### src/rtl/cfgclk_burst_pkg.sv
package cfgclk_burst_pkg;

   typedef enum logic [1:0] {
      SEL_NONE   = 2'd0,
      SEL_COUNT  = 2'd1,
      SEL_STATUS = 2'd2
   } reg_sel_e;

   localparam int STAT_DONE_BIT = 0;
   localparam int STAT_BUSY_BIT = 1;
   localparam int BUS_W         = 32;

endpackage

### src/rtl/cfgclk_burst_div.sv
module cfgclk_burst_div #(
   parameter int DIV = 2
) (
   input  logic clk,
   input  logic rst_n,
   input  logic run,
   input  logic restart,
   output logic tick
);
   generate
      if (DIV == 1) begin : g_nodiv
         assign tick = run;
      end else begin : g_div
         localparam int DW = $clog2(DIV);
         logic [DW-1:0] phase_cnt;
         logic          wrap;

         assign wrap = (phase_cnt == DW'(DIV - 1));

         always_ff @(posedge clk or negedge rst_n) begin
            if (!rst_n) begin
               phase_cnt <= '0;
            end else if (restart || !run || wrap) begin
               phase_cnt <= '0;
            end else begin
               phase_cnt <= phase_cnt + 1'b1;
            end
         end

         assign tick = run && wrap;
      end
   endgenerate
endmodule

### src/rtl/cfgclk_burst_seq.sv
module cfgclk_burst_seq #(
   parameter int CNT_W = 12,
   parameter int DIV   = 2
) (
   input  logic             clk,
   input  logic             rst_n,
   input  logic             start,
   input  logic [CNT_W-1:0] start_cnt,
   output logic             busy,
   output logic             pin,
   output logic             finish
);
   logic             tick;
   logic [CNT_W-1:0] remain;

   cfgclk_burst_div #(.DIV(DIV)) u_div (
      .clk     (clk),
      .rst_n   (rst_n),
      .run     (busy),
      .restart (start),
      .tick    (tick)
   );

   assign finish = busy && tick && !pin && (remain == CNT_W'(1));

   always_ff @(posedge clk or negedge rst_n) begin
      if (!rst_n) begin
         busy   <= 1'b0;
         pin    <= 1'b0;
         remain <= '0;
      end else if (start) begin
         busy   <= 1'b1;
         pin    <= 1'b1;
         remain <= start_cnt;
      end else if (busy && tick) begin
         if (pin) begin
            pin <= 1'b0;
         end else if (remain == CNT_W'(1)) begin
            busy   <= 1'b0;
            remain <= '0;
         end else begin
            remain <= remain - 1'b1;
            pin    <= 1'b1;
         end
      end
   end
endmodule

### src/rtl/cfgclk_burst_regs.sv
module cfgclk_burst_regs
   import cfgclk_burst_pkg::*;
#(
   parameter int          ADDR_W   = 8,
   parameter int          CNT_W    = 12,
   parameter logic [31:0] CNT_OFS  = 32'h08,
   parameter logic [31:0] STAT_OFS = 32'h0C
) (
   input  logic              clk,
   input  logic              rst_n,
   input  logic [ADDR_W-1:0] bus_addr,
   input  logic              bus_wr,
   input  logic [BUS_W-1:0]  bus_wdata,
   input  logic              bus_rd,
   output logic [BUS_W-1:0]  bus_rdata,
   input  logic              busy,
   input  logic              finish,
   output logic              start,
   output logic [CNT_W-1:0]  prog_cnt,
   output logic              done_flag
);
   reg_sel_e         sel;
   logic             cnt_take;
   logic             zero_hit;
   logic             clr_req;
   logic [CNT_W-1:0] new_cnt;

   always_comb begin
      if (bus_addr == CNT_OFS[ADDR_W-1:0])       sel = SEL_COUNT;
      else if (bus_addr == STAT_OFS[ADDR_W-1:0]) sel = SEL_STATUS;
      else                                       sel = SEL_NONE;
   end

   assign new_cnt  = bus_wdata[CNT_W-1:0];
   assign cnt_take = bus_wr && (sel == SEL_COUNT) && !busy;
   assign start    = cnt_take && (new_cnt != '0);
   assign zero_hit = cnt_take && (new_cnt == '0);
   assign clr_req  = bus_wr && (sel == SEL_STATUS) && bus_wdata[STAT_DONE_BIT];

   always_ff @(posedge clk or negedge rst_n) begin
      if (!rst_n) begin
         prog_cnt  <= '0;
         done_flag <= 1'b0;
      end else begin
         if (cnt_take) prog_cnt <= new_cnt;
         if (finish || zero_hit) done_flag <= 1'b1;
         else if (clr_req)       done_flag <= 1'b0;
      end
   end

   always_comb begin
      bus_rdata = '0;
      if (bus_rd) begin
         case (sel)
            SEL_COUNT:  bus_rdata[CNT_W-1:0] = prog_cnt;
            SEL_STATUS: begin
               bus_rdata[STAT_DONE_BIT] = done_flag;
               bus_rdata[STAT_BUSY_BIT] = busy;
            end
            default:    bus_rdata = '0;
         endcase
      end
   end
endmodule

### src/rtl/cfgclk_burst.sv
module cfgclk_burst
   import cfgclk_burst_pkg::*;
#(
   parameter int          ADDR_W   = 8,
   parameter int          CNT_W    = 12,
   parameter int          DIV      = 2,
   parameter logic [31:0] CNT_OFS  = 32'h08,
   parameter logic [31:0] STAT_OFS = 32'h0C
) (
   input  logic              clk,
   input  logic              rst_n,
   input  logic [ADDR_W-1:0] bus_addr,
   input  logic              bus_wr,
   input  logic [31:0]       bus_wdata,
   input  logic              bus_rd,
   output logic [31:0]       bus_rdata,
   output logic              burst_clk,
   output logic              burst_busy
);
   generate
      if (CNT_W < 11 || CNT_W > BUS_W) begin : g_bad_cnt
         $error("cfgclk_burst: CNT_W must lie in 11..32");
      end
      if (DIV < 1) begin : g_bad_div
         $error("cfgclk_burst: DIV must be at least 1");
      end
      if (CNT_OFS[1:0] != 2'b00 || STAT_OFS[1:0] != 2'b00 || CNT_OFS == STAT_OFS) begin : g_bad_ofs
         $error("cfgclk_burst: offsets must be distinct and word aligned");
      end
      if (ADDR_W < 4 || ADDR_W > 32) begin : g_bad_addr
         $error("cfgclk_burst: ADDR_W out of range");
      end
   endgenerate

   logic             start;
   logic             finish;
   logic [CNT_W-1:0] prog_cnt;
   logic             done_flag;

   cfgclk_burst_regs #(
      .ADDR_W   (ADDR_W),
      .CNT_W    (CNT_W),
      .CNT_OFS  (CNT_OFS),
      .STAT_OFS (STAT_OFS)
   ) u_regs (
      .clk       (clk),
      .rst_n     (rst_n),
      .bus_addr  (bus_addr),
      .bus_wr    (bus_wr),
      .bus_wdata (bus_wdata),
      .bus_rd    (bus_rd),
      .bus_rdata (bus_rdata),
      .busy      (burst_busy),
      .finish    (finish),
      .start     (start),
      .prog_cnt  (prog_cnt),
      .done_flag (done_flag)
   );

   cfgclk_burst_seq #(
      .CNT_W (CNT_W),
      .DIV   (DIV)
   ) u_seq (
      .clk       (clk),
      .rst_n     (rst_n),
      .start     (start),
      .start_cnt (prog_cnt_next(bus_wdata)),
      .busy      (burst_busy),
      .pin       (burst_clk),
      .finish    (finish)
   );

   function automatic logic [CNT_W-1:0] prog_cnt_next(input logic [31:0] d);
      return d[CNT_W-1:0];
   endfunction
endmodule

### config.mk
export PLATFORM = sky130hd
export DESIGN_NAME = cfgclk_burst
export DESIGN_NICKNAME = d
export VERILOG_FILES = /design/src/rtl/cfgclk_burst_pkg.sv /design/src/rtl/cfgclk_burst_div.sv /design/src/rtl/cfgclk_burst_seq.sv /design/src/rtl/cfgclk_burst_regs.sv /design/src/rtl/cfgclk_burst.sv
export SDC_FILE = /design/constraint.sdc
export NUM_CORES = 1
export LEC_CHECK = 0
export ABC_AREA = 1
export BUFFER_PORTS_ARGS = -buffer_cell sky130_fd_sc_hd__buf_2
export CAP_MARGIN = 20
export CORE_ASPECT_RATIO = 0.9
export CORE_MARGIN = 2
export CORE_UTILIZATION = 48
export CTS_CLUSTER_DIAMETER = 100
export DETAILED_ROUTE_END_ITERATION = 12
export GPL_TIMING_DRIVEN = 0
export HOLD_SLACK_MARGIN = 0.1
export PLACE_DENSITY = 0.79
export SLEW_MARGIN = 20
export SYNTH_ARGS = -nofsm -noshare
export SYNTH_HDL_FRONTEND = slang
export SYNTH_SLANG_ARGS = --single-unit
export TNS_END_PERCENT = 100
### constraint.sdc
create_clock -name clk -period 1.74 [get_ports clk]
set_input_delay 0.087 -clock clk [delete_from_list [all_inputs] [get_ports clk]]
set_output_delay 0.087 -clock clk [all_outputs]
set_load 0.01 [all_outputs]
# Yosys cells after proc, flatten, opt, wreduce, memory -nomap -nowiden
# Index checks and enable logic that the tools add are counted.
[totals]
ff_bits = 28
out_inout_bits = 34
inputBits = 44
wordCells = 56
[classes]
n_addsub = 2
n_eq_ne = 6
reduce_logical = 22
n_mux = 20
[op_table]
columns = ["operator", "n"]
rows = [
  ["two-way mux 12 bit", 5],
  ["== test 8 x 4 -> 1 bit, second input constant", 2],
  ["== test 12 x 1 -> 1 bit, second input constant", 1],
  ["zero test 12 bit", 1],
  ["nonzero test 12 bit", 1],
  ["subtractor 12 x 1 -> 12 bit, second input constant", 1],
  ["two-way mux 1 bit", 11],
  ["logical AND 1 bit", 10],
  ["two-way mux 10 bit", 1],
  ["nonzero test 2 bit", 3],
  ["two-way mux 2 bit", 2],
  ["case mux 2 bit (2 select lines)", 1],
  ["logical OR 1 bit", 3],
  ["AND reduction 3 bit", 1],
  ["== test 2 x 1 -> 1 bit, second input constant", 1],
  ["== test 2 bit, second input constant", 1],
  ["zero test 1 bit", 2],
  ["!= test 2 bit, second input constant", 1],
  ["AND reduction 2 bit", 1],
  ["adder 1 bit, second input constant", 1],
]

# Logic depth before layout (Yosys ltp)
[logic_depth]
depth_word = 10
depth_mapped = 11
mapped_depth_nobuf = 10

# By module
# From an unflattened synthesis, not the netlist that was laid out.
[unflattened]
hier_cells = 269
hier_area_um2 = 2035.7
[modules_own_cells]
columns = ["mod", "area_each_um2", "n_inst", "cells_per_inst", "seq_area_each_um2"]
rows = [
  ["cfgclk_burst_regs", 1017.2, 1, 137, 325.3],
  ["cfgclk_burst_seq", 972.2, 1, 126, 350.3],
  ["cfgclk_burst_div", 46.3, 1, 6, 25.0],
]

# Worst setup path before layout
# Ideal clock, no wire load.
[synth_timing]
kind = "register -> register"
startpoint = "register u_seq.busy"
endpoint = "register u_seq.remain[11]"
stages_incl_launch_ff = 10
setup_slack_ns = 0.439
period_less_slack_ns = 1.301
t_arrival_ns = 1.184
required_ns = 1.624
setup_time_ns = 0.116
path_buffers = 1
cell_sequence = "dfrtp_1 inv_1 nand2_1 nor2_8 nand2_4 buf_6 nand3_1 nand2_1 clkinv_1 nand2_1"
[synth_via]
elab_chain_len = 5
word_cells_on_any_way = 9
cone_classes = "1 x eq/ne; 1 x mux; 7 x reduce/logical"
[synth_lines]
columns = ["element", "line", "text"]
rows = [
  ["from (decl)", "cfgclk_burst_seq.sv:9", "output logic busy,"],
  ["from (signal assigned)", "cfgclk_burst_seq.sv:28", "busy <= 1'b0;"],
  ["from (signal assigned)", "cfgclk_burst_seq.sv:32", "busy <= 1'b1;"],
  ["from (signal assigned)", "cfgclk_burst_seq.sv:39", "busy <= 1'b0;"],
  ["zero test 1 bit", "cfgclk_burst_regs.sv:35", "assign cnt_take = bus_wr && (sel == SEL_COUNT) && !busy;"],
  ["logical AND 1 bit", "cfgclk_burst_regs.sv:35", ""],
  ["logical AND 1 bit", "cfgclk_burst_regs.sv:36", "assign start = cnt_take && (new_cnt != '0);"],
  ["!= test 2 bit (no source line) / nonzero test 2 bit (equally long branches)", "-", ""],
  ["AND reduction 2 bit (no source line)", "-", ""],
  ["to (signal assigned)", "cfgclk_burst_seq.sv:34", "remain <= start_cnt;"],
  ["to (signal assigned)", "cfgclk_burst_seq.sv:42", "remain <= remain - 1'b1;"],
  ["to (decl)", "cfgclk_burst_seq.sv:14", "logic [CNT_W-1:0] remain;"],
]
# Parallel ways exist; a longest one is shown, timed or not.
# A chain may end at the register's enable or synchronous reset.

# Worst setup path after layout
[layout_timing]
startpoint = "input port bus_wdata[2]"
endpoint = "register u_seq.remain[10]"
[layout_via]
elab_chain_len = 4
word_cells_on_any_way = 6
cone_classes = "1 x eq/ne; 1 x mux; 4 x reduce/logical"
[layout_lines]
columns = ["element", "line", "text"]
rows = [
  ["from (decl)", "cfgclk_burst.sv:14", "input logic [31:0] bus_wdata,"],
  ["nonzero test 12 bit *", "cfgclk_burst_regs.sv:36", ""],
  ["logical AND 1 bit *", "cfgclk_burst_regs.sv:36", ""],
  ["!= test 2 bit (no source line) / nonzero test 2 bit (equally long branches)", "-", ""],
  ["AND reduction 2 bit (no source line)", "-", ""],
]
# Mark *: on every way between the ends. The rest lies on a longest branch, timed or not.

==> summary.txt <==
Timing
  • Clock period minus final worst setup slack: 1560 ps
  • Final slew viol count: 0
  • Worst hold slack: 151 ps
  • Fin. Hold Viols: 0
  • Tightest Pin Transition: 636 ps
  • RSZ-0062 raised after global routing: no
  • Skew final: 5.35 ps
  • Setup TNS: 0 ps
  • Max Freq: 643 MHz
  • Worst slew margin: 57.6%
  • Tcrit/Tclk final: 89.4%
  • Setup violators final: 0

Yosys
  • Xor/xnor share of the synthesized area: 1.82%
  • Sequential share of the synthesized area: 36.3%
  • Adder-Cell Fraction of Synth Area: 1.30%
  • Synth warnings: 0
  • Ys async rst share: 100%
  • Post-synthesis mux area share: 0%
  • Yosys reg bits: 28
  • Simple-gate share of the synthesized area: 36.2%
  • Compound-gate portion of the synthesized area: 6.36%
  • Avg Cell Area, Syn: 6.94 um^2
  • Mapped Area: 1930 um^2
  • Synth Instances: 278
  • Synth Flop Type: dfrtp_1
  • Synth cell types: 32
  • Main combinational cell family by area after synthesis: simple AND/OR/NAND/NOR gates
  • Post-synth EDFFs: 0

Floorplanning
  • Die width: 70.8 um
  • FP Rows: 21
  • Starting Density: 51.0%
  • Num ports: 78
  • Die height: 64.1 um
  • Die area: 4540 um^2
  • Core area: 3780 um^2

Run status
  • Run status: finished, final reports clean

Final layout
  • Post-Layout Inst Area: 2440 um^2
  • Ratio of cells with drive above 1 in the final layout: 23.7%
  • Most frequent cells in the layout: nand2_1, buf_2, inv_1, nor2_1, nand3_1
  • Layout fillers: 333
  • Commonest non-fill, non-tap cell in the layout: nand2_1
  • Ant diodes: 0
  • Nets: 397
  • Register area: 701 um^2
  • Multi-input combinational cell area: 961 um^2
  • Layout Utilization: 64.5%
  • Synthesis-to-layout area growth: 26.5%

Placement
  • # port buffers: 37
  • DP Area: 2240 um^2
  • DPL Wire Length: 3.21 mm
  • RD Place Congestion: 0.847

Critical path
  • CP Max Fanout: 6
  • CP startpoint kind: input port
  • Max incr delay on CP: 550 ps
  • Crit-path slowest cell: dlygate4sd3_1
  • Crit. End Element: flop
  • CP arrival: 1780 ps
  • Top delay family on crit path: buffers and inverters
  • Worst R2R End: u_seq.remain[6]
  • WP buf/inv: 2
  • Worst reg2reg path startpoint: u_seq.remain[0]
  • Crit path cell chain: dlygate4sd3_1, buf_2, nor2_1, nand2_1, nor2_1, nand2_2, a21oi_1, nand3_1, nand2_1
  • Worst R2R Setup Slack: 240 ps
  • FF-to-FF path depth: 10
  • Crit path required time: 1960 ps
  • WS Path Type: input port to flop

Global routing
  • Largest net degree at the start of global routing: 29
  • Tot GR Track Use: 21.2%
  • Initial antenna violation count: 0
  • Grt ovf: 0
  • Vias in the first global route: 1756
  • Global-route wire length before repair: 7.69 mm

CTS
  • CTS clk-pin slew, worst paths: 100 ps
  • Clock root buffer: clkbuf_8
  • Post-CTS Setup Bufs: 0
  • Clock buffer depth: 2
  • Total CTS buffers: 3
  • H-tree Lvls: 1
  • TritonCTS sink count: 28
  • CTS tree: built
  • Skew-Pair Late Insertion Delay: 280 ps

Routing
  • DRC: 0
  • First-pass iteration count of the detailed router: 4
  • Drt wl/cell: 11.0 um
  • WL final: 4.34 mm
  • Via count: 1871
  • Drt via density: 4.72
  • Antenna viol nets, final: 0
  • Detailed router's first-iteration violation count: 147

Power and ir drop
  • Peak VDD IR: 0.468 mV
  • Clock Power Share: 39.4%
  • Power per Cell Area: 536 nW/um^2
  • Seq pwr share: 49.9%
  • P_sw: 276 uW
  • Design Power: 1.31 mW
  • Leak: 1.43 nW
  • Internal power: 1.03 mW
  • Comb power frac: 10.7%
  • Sw frac: 21.1%

Min path
  • Hold EP: u_regs.done_flag
  • Hold Crit Class: input port to flop
  • Worst hold start: bus_wr
  • Hold Path Depth: 4

Job
  • Max Cap Viol: 0
-- state kept, by name, summed over array words and instances, names as in the netlist --
register                     cells
u_seq.u_div.g_div.phase_cnt      1
u_regs.done_flag                 1
u_seq.remain                    12
u_regs.prog_cnt                 12
u_seq.pin                        1
u_seq.busy                       1
-- worst register-to-register path, cell delays in order (launching register included) --
cell and delay (ps):
dfrtp_1 430, inv_2 110, ha_2 230, nand2_1 90, inv_1 130, nand2_1 70, nand2_1 70, nand2_1 60
nor2_1 80, nand3_1 80, nand3_1 80
-- power by group through the flow --
stage	Combinational (mW)	Sequential [mW]	Clock [mW]
6_report	0.140	0.652	0.516
5_1_grt	0.156	0.652	0.555
4_1_cts	0.138	0.652	0.531
3_5_place_dp	0.117	0.665	0
3_3_place_gp	0.116	0.665	0
2_1_floorplan	0.0669	0.665	0
-- synth_stat cells, drive strengths merged (2+ instances only) --
cell     n  area [um^2]
o211ai   2         20.0
inv     40          150
o21ai   17         88.8
nand3   35          180
nor2    41          188
nand2   72          283
ha       2         25.0
buf     24          181
xor2     3         26.3
dfrtp   28          701
nand4    4         25.0
and2     2         15.0
clkinv   2         7.51
-- repair_timing --
item,CTS,global route
resized for setup,0,3
setup endpoints to repair,0,2
hold buffers,12,0
endpoints found under the hold margin,45,0
-- routing by layer --
layer  wire length (um)  up-vias  global-route usage (%)
li1                   -      965                       -
met1               1990      833                    27.8
met4                 62        0                    6.13
met2               1990       67                    35.5
met5                  0        -                       0
met3                299        6                    4.57
-- stage by stage --
step	setup slack, ps	std cells
2_1_floorplan	439	297
3_3_place_gp	215	380
4_1_cts	178	396
3_5_place_dp	233	380
5_1_grt	53.3	396
6_report	184	396
-- how the worst max path moves through the flow --
| stage | slack [ps] | endpoint | depth (start not counted) | startpoint |
|---|---|---|---|---|
| finish | 180 | u_seq.remain[10] | 9 | bus_wdata[2] |
| global route | 50 | u_seq.remain[8] | 10 | u_seq.remain[0] |
| CTS | 180 | u_seq.remain[6] | 10 | u_seq.remain[0] |
| detailed placement | 230 | u_seq.remain[10] | 8 | u_seq.remain[8] |
| global placement | 210 | u_seq.remain[10] | 8 | u_seq.remain[8] |
| floorplan | 440 | u_seq.remain[11] | 9 | u_seq.busy |
-- logic make-up after synthesis --
group                      count (synthesis)
AOI/OAI and AO/OA                         21
xor gates and xnor gates                   4
adders and majority gates                  2
buffers and inverters                     67
DFF                                       28
other                                      1
and+or+nand+nor                          155
-- area by class of cell --
| cell class | instances | area share, % |
|---|---|---|
| sequential | 28 | 28.7 |
| clock inverter | 1 | 1.23 |
| multi-input combinational | 202 | 39.4 |
| buffer | 25 | 7.64 |
| tap | 46 | 2.36 |
| clock buffer | 3 | 1.69 |
| inverter | 42 | 6.46 |
| timing repair buffer | 49 | 12.5 |
Power figures use the tool's default switching activity.
